File: src/rtl/prox_pkg.sv
package prox_pkg;

    typedef enum logic [1:0] {
        PH_IDLE  = 2'd0,
        PH_DARK  = 2'd1,
        PH_LIGHT = 2'd2
    } phase_t;

    // Smaller of two counter values
    function automatic logic [31:0] umin(input logic [31:0] a, input logic [31:0] b);
        return (a < b) ? a : b;
    endfunction

endpackage

File: src/rtl/prox_timing_fsm.sv
module prox_timing_fsm
    import prox_pkg::*;
#(
    parameter int CNT_W = 16
) (
    input  logic             clk,
    input  logic             rst_n,
    input  logic             enable,
    input  logic [CNT_W-1:0] period,
    input  logic [CNT_W-1:0] on_width,
    input  logic [CNT_W-1:0] settle,
    output logic             emitter_en,
    output logic             dark_stb,
    output logic             light_stb,
    output logic             eval_stb
);

    phase_t           state, state_nx;
    logic [CNT_W-1:0] cnt;
    logic [CNT_W-1:0] p_q, w_q, s_q;
    logic             cfg_ok;
    logic             load;
    logic [CNT_W-1:0] off_last, cyc_last, w_m1, s_idx, light_idx;

    assign cfg_ok    = (on_width != '0) && (on_width < period);
    assign off_last  = p_q - w_q - 1'b1;
    assign cyc_last  = p_q - 1'b1;
    assign w_m1      = w_q - 1'b1;
    assign s_idx     = CNT_W'(umin(32'(s_q), 32'(w_m1)));
    assign light_idx = p_q - w_q + s_idx;

    // Next-state decode
    always_comb begin
        state_nx = state;
        unique case (state)
            PH_IDLE: begin
                if (enable && cfg_ok) state_nx = PH_DARK;
            end
            PH_DARK: begin
                if (!enable)              state_nx = PH_IDLE;
                else if (cnt == off_last) state_nx = PH_LIGHT;
            end
            PH_LIGHT: begin
                if (!enable)              state_nx = PH_IDLE;
                else if (cnt == cyc_last) state_nx = cfg_ok ? PH_DARK : PH_IDLE;
            end
            default: state_nx = PH_IDLE;
        endcase
    end

    // State register
    always_ff @(posedge clk or negedge rst_n) begin
        if (!rst_n) state <= PH_IDLE;
        else        state <= state_nx;
    end

    assign load = (state_nx == PH_DARK) && (state != PH_DARK);

    // Phase counter and per-cycle settings capture
    always_ff @(posedge clk or negedge rst_n) begin
        if (!rst_n) begin
            cnt <= '0;
            p_q <= '0;
            w_q <= '0;
            s_q <= '0;
        end else begin
            if (load || state_nx == PH_IDLE) cnt <= '0;
            else                             cnt <= cnt + 1'b1;
            if (load) begin
                p_q <= period;
                w_q <= on_width;
                s_q <= settle;
            end
        end
    end

    // Outputs
    always_comb begin
        emitter_en = 1'b0;
        dark_stb   = 1'b0;
        light_stb  = 1'b0;
        eval_stb   = 1'b0;
        unique case (state)
            PH_IDLE: ;
            PH_DARK: dark_stb = enable && (cnt == off_last);
            PH_LIGHT: begin
                emitter_en = 1'b1;
                light_stb  = enable && (cnt == light_idx);
                eval_stb   = enable && (cnt == cyc_last);
            end
            default: ;
        endcase
    end


    disabled_dark_chk: assert property (@(posedge clk) disable iff (!rst_n)
        !enable |=> !emitter_en);


    dark_first_chk: assert property (@(posedge clk) disable iff (!rst_n)
        $rose(emitter_en) |-> $past(dark_stb));


    legal_fire_chk: assert property (@(posedge clk) disable iff (!rst_n)
        $rose(emitter_en) |-> (w_q != '0) && (w_q < p_q));

endmodule

File: src/rtl/prox_sampler.sv
module prox_sampler #(
    parameter int DATA_W = 10
) (
    input  logic              clk,
    input  logic              rst_n,
    input  logic              enable,
    input  logic [DATA_W-1:0] adc_level,
    input  logic              dark_stb,
    input  logic              light_stb,
    input  logic              eval_stb,
    output logic [DATA_W-1:0] diff_nx,
    output logic [DATA_W-1:0] diff_q,
    output logic              diff_valid
);

    localparam int SW = DATA_W + 1;

    logic [DATA_W-1:0] dark_q, light_q, light_now;
    logic signed [SW-1:0] d_s;

    assign light_now = light_stb ? adc_level : light_q;
    assign d_s       = $signed({1'b0, light_now}) - $signed({1'b0, dark_q});
    assign diff_nx   = d_s[SW-1] ? '0 : d_s[DATA_W-1:0];

    always_ff @(posedge clk or negedge rst_n) begin
        if (!rst_n) begin
            dark_q     <= '0;
            light_q    <= '0;
            diff_q     <= '0;
            diff_valid <= 1'b0;
        end else if (!enable) begin
            diff_q     <= '0;
            diff_valid <= 1'b0;
        end else begin
            if (dark_stb)  dark_q  <= adc_level;
            if (light_stb) light_q <= adc_level;
            if (eval_stb)  diff_q  <= diff_nx;
            diff_valid <= eval_stb;
        end
    end


    single_pulse_chk: assert property (@(posedge clk) disable iff (!rst_n)
        diff_valid |=> !diff_valid);

endmodule

File: src/rtl/prox_wake_filter.sv
module prox_wake_filter #(
    parameter int DATA_W = 10,
    parameter int RUN_W  = 4
) (
    input  logic              clk,
    input  logic              rst_n,
    input  logic              enable,
    input  logic              eval_stb,
    input  logic [DATA_W-1:0] diff_nx,
    input  logic [DATA_W-1:0] threshold,
    input  logic [RUN_W-1:0]  run_len,
    output logic              wake
);

    localparam logic [RUN_W-1:0] RUN_MAX = '1;

    logic [RUN_W-1:0] run_q, run_inc, need;
    logic             hit;

    assign hit     = diff_nx > threshold;
    assign need    = (run_len == '0) ? RUN_W'(1) : run_len;
    assign run_inc = (run_q == RUN_MAX) ? run_q : run_q + 1'b1;

    always_ff @(posedge clk or negedge rst_n) begin
        if (!rst_n) begin
            run_q <= '0;
            wake  <= 1'b0;
        end else if (!enable) begin
            run_q <= '0;
            wake  <= 1'b0;
        end else if (eval_stb) begin
            if (hit) begin
                run_q <= run_inc;
                wake  <= (run_inc >= need);
            end else begin
                run_q <= '0;
                wake  <= 1'b0;
            end
        end
    end


    hold_between_chk: assert property (@(posedge clk) disable iff (!rst_n)
        (!eval_stb && enable) |=> $stable(wake));

endmodule

File: src/rtl/prox_pulse_seq.sv
module prox_pulse_seq #(
    parameter int CNT_W  = 16,
    parameter int DATA_W = 10,
    parameter int RUN_W  = 4
) (
    input  logic              clk,
    input  logic              rst_n,
    input  logic              enable,
    input  logic [DATA_W-1:0] adc_level,
    input  logic [CNT_W-1:0]  period,
    input  logic [CNT_W-1:0]  on_width,
    input  logic [CNT_W-1:0]  settle,
    input  logic [DATA_W-1:0] threshold,
    input  logic [RUN_W-1:0]  run_len,
    output logic              emitter_en,
    output logic [DATA_W-1:0] diff_out,
    output logic              diff_valid,
    output logic              wake
);

    logic              dark_stb, light_stb, eval_stb;
    logic [DATA_W-1:0] diff_nx;

    prox_timing_fsm #(.CNT_W(CNT_W)) u_fsm (
        .clk        (clk),
        .rst_n      (rst_n),
        .enable     (enable),
        .period     (period),
        .on_width   (on_width),
        .settle     (settle),
        .emitter_en (emitter_en),
        .dark_stb   (dark_stb),
        .light_stb  (light_stb),
        .eval_stb   (eval_stb)
    );

    prox_sampler #(.DATA_W(DATA_W)) u_smp (
        .clk        (clk),
        .rst_n      (rst_n),
        .enable     (enable),
        .adc_level  (adc_level),
        .dark_stb   (dark_stb),
        .light_stb  (light_stb),
        .eval_stb   (eval_stb),
        .diff_nx    (diff_nx),
        .diff_q     (diff_out),
        .diff_valid (diff_valid)
    );

    prox_wake_filter #(.DATA_W(DATA_W), .RUN_W(RUN_W)) u_wake (
        .clk       (clk),
        .rst_n     (rst_n),
        .enable    (enable),
        .eval_stb  (eval_stb),
        .diff_nx   (diff_nx),
        .threshold (threshold),
        .run_len   (run_len),
        .wake      (wake)
    );


    eval_after_off_chk: assert property (@(posedge clk) disable iff (!rst_n)
        ($fell(emitter_en) && $past(enable)) |-> diff_valid);


    miss_drops_wake_chk: assert property (@(posedge clk) disable iff (!rst_n)
        (diff_valid && (diff_out <= $past(threshold))) |-> !wake);


    wake_on_eval_chk: assert property (@(posedge clk) disable iff (!rst_n)
        $rose(wake) |-> diff_valid);

endmodule

File: config.mk
export PLATFORM = sky130hd
export DESIGN_NAME = prox_pulse_seq
export DESIGN_NICKNAME = d
export VERILOG_FILES = /design/src/rtl/prox_pkg.sv /design/src/rtl/prox_timing_fsm.sv /design/src/rtl/prox_sampler.sv /design/src/rtl/prox_wake_filter.sv /design/src/rtl/prox_pulse_seq.sv
export SDC_FILE = /design/constraint.sdc
export NUM_CORES = 1
export LEC_CHECK = 0
export ABC_AREA = 1
export BUFFER_PORTS_ARGS = -buffer_cell sky130_fd_sc_hd__buf_2
export CELL_PAD_IN_SITES_DETAIL_PLACEMENT = 1
export CELL_PAD_IN_SITES_GLOBAL_PLACEMENT = 1
export CORE_MARGIN = 8
export CORE_UTILIZATION = 47
export DETAILED_ROUTE_END_ITERATION = 16
export HOLD_SLACK_MARGIN = 0.15
export PLACE_DENSITY_LB_ADDON = 0.25
export SLEW_MARGIN = 20
export SYNTH_ARGS = -nofsm -noshare
export SYNTH_HDL_FRONTEND = slang
export SYNTH_SLANG_ARGS = --single-unit
export TNS_END_PERCENT = 100
File: constraint.sdc
create_clock -name clk -period 11.2 [get_ports clk]
set_clock_uncertainty 0.05 [all_clocks]
set_input_delay 1.12 -clock clk [delete_from_list [all_inputs] [get_ports clk]]
set_output_delay 1.12 -clock clk [all_outputs]
set_load 0.03 [all_outputs]
==> results of run 1 <==
## power groups by stage
stage          Clock (mW)  Combinational, mW  Sequential (mW)
5_1_grt             0.386               1.95            0.507
4_1_cts             0.373               1.71            0.499
6_report            0.369               1.74            0.501
3_5_place_dp            0               1.68            0.503
2_1_floorplan           0               1.30            0.472
3_3_place_gp            0               1.61            0.499
## per-layer routing
metal	vias to the layer above	track usage, %	part of all wire, %
li1	4610	-	-
met1	4440	33.2	49
met2	156	40.0	47
met3	41	2.76	2.7
met4	0	6.96	1.9
met5	-	0	0
## final timing paths
check,depth (start not counted),slack (ns),from,to
min,2,0.43,u_smp.light_q[1],u_smp.light_q[1]
max reg2reg,61,1.23,u_fsm.w_q[1],u_wake.run_q[3]
max in group asynchronous,2,9.16,rst_n,u_smp.diff_q[1]
min in group asynchronous,1,0.67,rst_n,u_fsm.p_q[0]
max,61,1.23,u_fsm.w_q[1],u_wake.run_q[3]
min reg2reg,2,0.43,u_smp.light_q[1],u_smp.light_q[1]
## synth_stat cells, drive strengths merged
| master | instances | area share [%] |
|---|---|---|
| a21boi | 1 | 0.081 |
| a21o | 4 | 0.32 |
| a21oi | 83 | 4.5 |
| a31o | 1 | 0.094 |
| a31oi | 2 | 0.13 |
| and2 | 1 | 0.067 |
| buf | 15 | 0.97 |
| clkbuf | 10 | 0.40 |
| dfrtp | 102 | 27 |
| fa | 3 | 0.64 |
| ha | 89 | 12 |
| inv | 259 | 10 |
| nand2 | 361 | 15 |
| nand3 | 106 | 6.0 |
| nand3b | 5 | 0.40 |
| nand4 | 23 | 1.5 |
| nor2 | 132 | 5.7 |
| nor3 | 16 | 0.86 |
| nor3b | 2 | 0.16 |
| nor4 | 6 | 0.40 |
| o2111ai | 1 | 0.094 |
| o211ai | 2 | 0.16 |
| o21a | 4 | 0.32 |
| o21ai | 92 | 4.9 |
| o21bai | 1 | 0.081 |
| o31ai | 6 | 0.48 |
| or2 | 12 | 0.81 |
| xnor2 | 13 | 1.2 |
| xnor3 | 1 | 0.24 |
| xor2 | 51 | 4.8 |
## worst max-delay path, delay by kind of cell (launching register included)
kind / cells / cell delay [ns]
flops: 1 / 0.38
fa+ha+maj: 6 / 1.67
xor+xnor: 1 / 0.21
simple gates: 30 / 3.98
compound gates: 15 / 2.55
buf+inv: 9 / 0.98
## flip-flops by register name, indices dropped and copies added, names as in the netlist
signal	cells
u_wake.run_q	4
u_fsm.cnt	16
u_smp.diff_valid	1
u_smp.diff_q	10
u_fsm.w_q	16
u_fsm.s_q	16
u_wake.wake	1
u_smp.light_q	10
u_smp.dark_q	10
u_fsm.p_q	16
u_fsm.state	2
## metrics by stage
step | cells | hold slack (ns) | cell area [sq um] | util (%) | worst slack [ns]
global placement | 1734 | 0.400 | 9980 | 51.3 | 1.82
floorplan | 1404 | 0.387 | 9320 | - | 3.58
detailed placement | 1734 | 0.415 | 9980 | 51.3 | 1.02
global route | 1750 | 0.463 | 10300 | 53.1 | 0.120
finish | 1750 | 0.432 | 10300 | 53.1 | 1.23
CTS | 1750 | 0.436 | 10300 | 53.0 | 0.845
## final cells by class
cell class                      count  share of cell area (%)
Multi-Input combinational cell   1018                    55.0
Sequential cell                   102                    24.7
Inverter                          259                    9.41
Timing Repair Buffer               90                    4.46
Tap cell                          265                    3.21
Clock buffer                        9                    2.18
Clock inverter                      7                    1.07
## cell families after synthesis
kind of cell | synth area share, %
simple gates | 30.7
fa+ha+maj | 12.6
buf+inv | 11.8
compound gates | 11.2
flops | 27.4
xor+xnor | 6.26
## timing repair
item,in CTS,in global routing
hold buffers,0,0
endpoints found under the setup margin,0,5
gates resized for setup,0,3
## cell usage in the layout (no fill, tap or decap), types with 3 or more instances in the layout
cell | Yosys | layout
sky130_fd_sc_hd__o21ai_0 | 79 | 78
sky130_fd_sc_hd__buf_4 | 1 | 4
sky130_fd_sc_hd__ha_1 | 89 | 89
sky130_fd_sc_hd__nor3_1 | 16 | 16
sky130_fd_sc_hd__o21a_1 | 4 | 4
sky130_fd_sc_hd__buf_2 | 12 | 86
sky130_fd_sc_hd__fa_1 | 3 | 3
sky130_fd_sc_hd__nor4_1 | 6 | 6
sky130_fd_sc_hd__nand2_1 | 352 | 352
sky130_fd_sc_hd__nor2_1 | 123 | 123
sky130_fd_sc_hd__nand3_2 | 6 | 6
sky130_fd_sc_hd__xnor2_1 | 13 | 13
sky130_fd_sc_hd__dfrtp_1 | 102 | 102
sky130_fd_sc_hd__nand2_2 | 9 | 9
sky130_fd_sc_hd__nor2_2 | 7 | 7
sky130_fd_sc_hd__a21o_1 | 4 | 4
sky130_fd_sc_hd__inv_6 | 0 | 3
sky130_fd_sc_hd__inv_1 | 254 | 254
sky130_fd_sc_hd__xor2_1 | 51 | 51
sky130_fd_sc_hd__nand3b_1 | 5 | 5
sky130_fd_sc_hd__or2_2 | 10 | 10
sky130_fd_sc_hd__nand4_1 | 23 | 23
sky130_fd_sc_hd__clkbuf_16 | 0 | 9
sky130_fd_sc_hd__a21oi_1 | 82 | 82
sky130_fd_sc_hd__o31ai_1 | 6 | 6
sky130_fd_sc_hd__o21ai_1 | 13 | 14
sky130_fd_sc_hd__nand3_1 | 100 | 99
sky130_fd_sc_hd__inv_2 | 5 | 5
==> results.json, run 1 <==
{
  "critical_path.startpoint_type": "flip-flop",
  "globalRouteOverflowTotal": 0,
  "cts.clk_slew.worst_paths_ns": 0.08,
  "fraction_of_power_consumed_by_the_clock_network_pct": 14.1,
  "netlist_instances": 1404,
  "finalWeightedCongestion": 0.880,
  "grt_pass1_vias": 9787,
  "critical_path.most_common_cell": "sky130_fd_sc_hd__nand2_1",
  "route.antenna.remaining_nets": 0,
  "setup_viol": 0,
  "max-clock-path-buffers": 2,
  "place.port_buffers": 87,
  "areaGrowthSynthToFinish_pct": 10.9,
  "coreArea_sq_um": 19500,
  "max_freq_mhz": 100,
  "regArea_sq_um": 2550,
  "cts_post_setup_buffers_inserted": 0,
  "path_class": "flip-flop to flip-flop",
  "post_route_cells_drive_above_1_share_pct": 9.97,
  "fin_total_pwr_mw": 2.61,
  "first_pass_iters": 5,
  "ys_ff_latch": 102,
  "clk-insertion-delay-late_ns": 0.37,
  "number_of_buffers_created_by_cts": 9,
  "cp_slowest_stage_delay_ns": 0.38,
  "maxCapViolations": 0,
  "syn-num-nets": 1571,
  "final.min_clock_period_ns": 9.97,
  "multiInputGateArea_sq_um": 5680,
  "ir_drop_mv": 0.111,
  "cp-end-kind": "flip-flop",
  "synth_area_sq_um": 9320,
  "io_pins": 88,
  "timing_worst_slew_pin_value_ns": 1.01,
  "share_seq_of_total_power_pct": 19.2,
  "grt_antenna_before_repair": 0,
  "synthesis.area_per_instance_sq_um": 6.63,
  "power.leakage_nw": 5.90,
  "clock-sinks": 102,
  "fin_crit_sh_pct": 89.1,
  "hp-class": "flip-flop to flip-flop",
  "fp.dieH_microns": 157,
  "floorplan.initialDensity_pct": 47.9,
  "grtUsageTotal_pct": 24.4,
  "detail_route.vias_per_cell": 5.28,
  "timing.setup.tns_ns": 0,
  "total_number_of_vias": 9247,
  "number_of_placement_rows": 51,
  "cts_tree": "yes",
  "rsz0062_at_grt": "false",
  "worstPathRequired_ns": 11.41,
  "routed_wl_mm": 29.0,
  "antennaDiodeCount": 0,
  "report.final.hold_viol_count": 0,
  "detail_route.drc_violations": 0,
  "cell_internal_pwr_mw": 1.24,
  "critPathArrivalTime_ns": 10.19,
  "grt_pass1_wl_mm": 48.0,
  "nFillCells": 2658,
  "path_max_fanout": 26,
  "switching_power_mw": 1.37,
  "power_density_nw_per_um2": 252,
  "die-area_sq_um": 24600,
  "switching_share_pct": 52.5,
  "outcome": "complete, no violations",
  "yosysUniqueCellTypes": 40,
  "final_net_count": 1647,
  "h-tree-depth": 3,
  "drt_first_iter_violations": 414,
  "critical-path-slowest-cell": "sky130_fd_sc_hd__dfrtp_1",
  "route.detailed.wl_per_inst_microns": 16.6,
  "sequential_fraction_of_the_synthesis_area_pct": 27.4,
  "die_width_microns": 157,
  "report.final.slew_viol_count": 0,
  "p_comb_share_pct": 66.6,
  "clockRootBuffer": "sky130_fd_sc_hd__clkbuf_16",
  "slew_headroom_pct": 32.6,
  "dp_hpwl_mm": 23.4,
  "ys.warnings.count": 0,
  "grt_max_degree": 79
}
No activity file was read; power rests on OpenSTA's default activity.
==> run 2, diff against run 1 <==
--- a/config.mk
+++ b/config.mk
@@ -14,6 +14,7 @@
 export DETAILED_ROUTE_END_ITERATION = 16
 export HOLD_SLACK_MARGIN = 0.15
 export PLACE_DENSITY_LB_ADDON = 0.25
+export REMOVE_ABC_BUFFERS = 1
 export SLEW_MARGIN = 20
 export SYNTH_ARGS = -nofsm -noshare
 export SYNTH_HDL_FRONTEND = slang
==> results.json, run 2 (synthesized netlist as in run 1, its figures left out) <==
{
  "outcome": "complete, no violations",
  "grt_antenna_before_repair": 0,
  "coreArea_sq_um": 19500,
  "fin_total_pwr_mw": 2.53,
  "final_cell_area_sq_um": 10300,
  "critPathArrivalTime_ns": 10.03,
  "nFillCells": 2692,
  "cells_after_dpl": 1735,
  "grt_max_degree": 61,
  "total_number_of_vias": 9208,
  "number_of_buffers_created_by_cts": 9,
  "hp-class": "flip-flop to flip-flop",
  "slew_headroom_pct": 45.0,
  "switching_power_mw": 1.33,
  "cell_internal_pwr_mw": 1.19,
  "areaGrowthSynthToFinish_pct": 10.4,
  "clock-sinks": 102,
  "cts.clk_slew.worst_paths_ns": 0.08,
  "critical-path-slowest-cell": "sky130_fd_sc_hd__nand3_1",
  "fin_crit_sh_pct": 87.6,
  "die_width_microns": 157,
  "number_of_placement_rows": 51,
  "floorplan.initialDensity_pct": 47.9,
  "final_net_count": 1648,
  "clk-insertion-delay-late_ns": 0.36,
  "timing.setup.tns_ns": 0,
  "cts_tree": "yes",
  "hold_slack_ns": 0.438,
  "ir_drop_mv": 0.121,
  "clockRootBuffer": "sky130_fd_sc_hd__clkbuf_16",
  "most_common_cell_after_layout_fill_and_taps_aside": "sky130_fd_sc_hd__nand2_1",
  "timing_worst_slew_pin_value_ns": 0.822,
  "route.detailed.wl_per_inst_microns": 16.0,
  "grt_pass1_vias": 9726,
  "switching_share_pct": 52.8,
  "cts-resized-gates": 0,
  "critical_path.startpoint_type": "flip-flop",
  "placed_cell_area_sq_um": 9990,
  "p_comb_share_pct": 67.8,
  "h-tree-depth": 3,
  "io_pins": 88,
  "detail_route.vias_per_cell": 5.26,
  "die-area_sq_um": 24600,
  "route.antenna.remaining_nets": 0,
  "max_freq_mhz": 102,
  "report.final.slew_viol_count": 0,
  "most-common-layout-cells": "sky130_fd_sc_hd__nand2_1 (352), sky130_fd_sc_hd__inv_1 (254), sky130_fd_sc_hd__nor2_1 (123)",
  "place.port_buffers": 87,
  "multiInputGateArea_sq_um": 5660,
  "post_layout_nonfiller_instances": 1751,
  "power_density_nw_per_um2": 246,
  "dp_hpwl_mm": 23.2,
  "worstPathRequired_ns": 11.42,
  "final.min_clock_period_ns": 9.81,
  "max-clock-path-buffers": 2,
  "detail_route.drc_violations": 0,
  "grt_pass1_wl_mm": 46.7,
  "report.final.hold_viol_count": 0,
  "finalWeightedCongestion": 0.924,
  "hold_buffers": 0,
  "drt_first_iter_violations": 321,
  "routed_wl_mm": 28.0,
  "grtUsageTotal_pct": 23.6,
  "cp_slowest_stage_delay_ns": 0.61,
  "path_class": "flip-flop to flip-flop",
  "globalRouteOverflowTotal": 0,
  "fp.dieH_microns": 157,
  "regArea_sq_um": 2550,
  "cts_post_setup_buffers_inserted": 0,
  "share_seq_of_total_power_pct": 19.5,
  "antennaDiodeCount": 0,
  "rsz0062_at_grt": "false",
  "cp-end-kind": "flip-flop",
  "fraction_of_power_consumed_by_the_clock_network_pct": 12.7,
  "first_pass_iters": 4,
  "post_route_cells_drive_above_1_share_pct": 9.96,
  "path_max_fanout": 26,
  "maxCapViolations": 0,
  "power.leakage_nw": 5.89,
  "critical_path.most_common_cell": "sky130_fd_sc_hd__nand2_1",
  "setup_viol": 0
}
run 2: cell type report:
class                   count  share of cell area (%)
flip-flops and latches    102                    24.8
repair buffers             91                    4.55
multi-input cells        1018                    55.1
clock inverters             7                   0.657
inverters                 259                    9.46
clock buffers               9                    2.19
well taps                 265                    3.23
run 2: power by group through the flow:
stage	Sequential [mW]	Combinational [mW]	Clock [mW]
6_report	0.492	1.71	0.321
5_1_grt	0.501	1.93	0.342
4_1_cts	0.491	1.70	0.329
3_5_place_dp	0.498	1.68	0
3_3_place_gp	0.495	1.62	0
2_1_floorplan	0.473	1.29	0
run 2: path summary, 6_finish.rpt:
path / from / endpoint / slack [ns] / cells past startpoint
setup / recovery: u_fsm.w_q[1] / u_wake.run_q[1] / 1.39 / 60
hold / removal: u_smp.light_q[4] / u_smp.light_q[4] / 0.44 / 2
setup reg to reg: u_fsm.w_q[1] / u_wake.run_q[1] / 1.39 / 60
hold reg to reg: u_smp.light_q[4] / u_smp.light_q[4] / 0.44 / 2
max in group asynchronous: rst_n / u_smp.light_q[3] / 9.23 / 2
min in group asynchronous: rst_n / u_fsm.s_q[1] / 0.71 / 1
run 2: layer usage:
layer / up-vias / GRT usage [%] / share of wire [%]
met5: - / 0 / 0
met4: 0 / 8.19 / 2.5
met3: 46 / 3.23 / 3.8
met2: 165 / 42.2 / 49
met1: 4394 / 28.5 / 44
li1: 4603 / - / -
run 2: worst max-delay path: cells and delay by family, from the launching register on:
kind	cells	cell delay [ns]
fa+ha+maj	6	1.72
flops	1	0.39
xor+xnor	3	0.50
compound gates	10	1.56
buf+inv	8	0.91
simple gates	33	4.59
run 2: through the flow:
step           util (%)  setup WS [ns]
3_3_place_gp       51.3           1.95
3_5_place_dp       51.3           1.49
6_report           52.8           1.39
5_1_grt            52.8          0.161
2_1_floorplan         -           3.14
4_1_cts            52.8           1.37
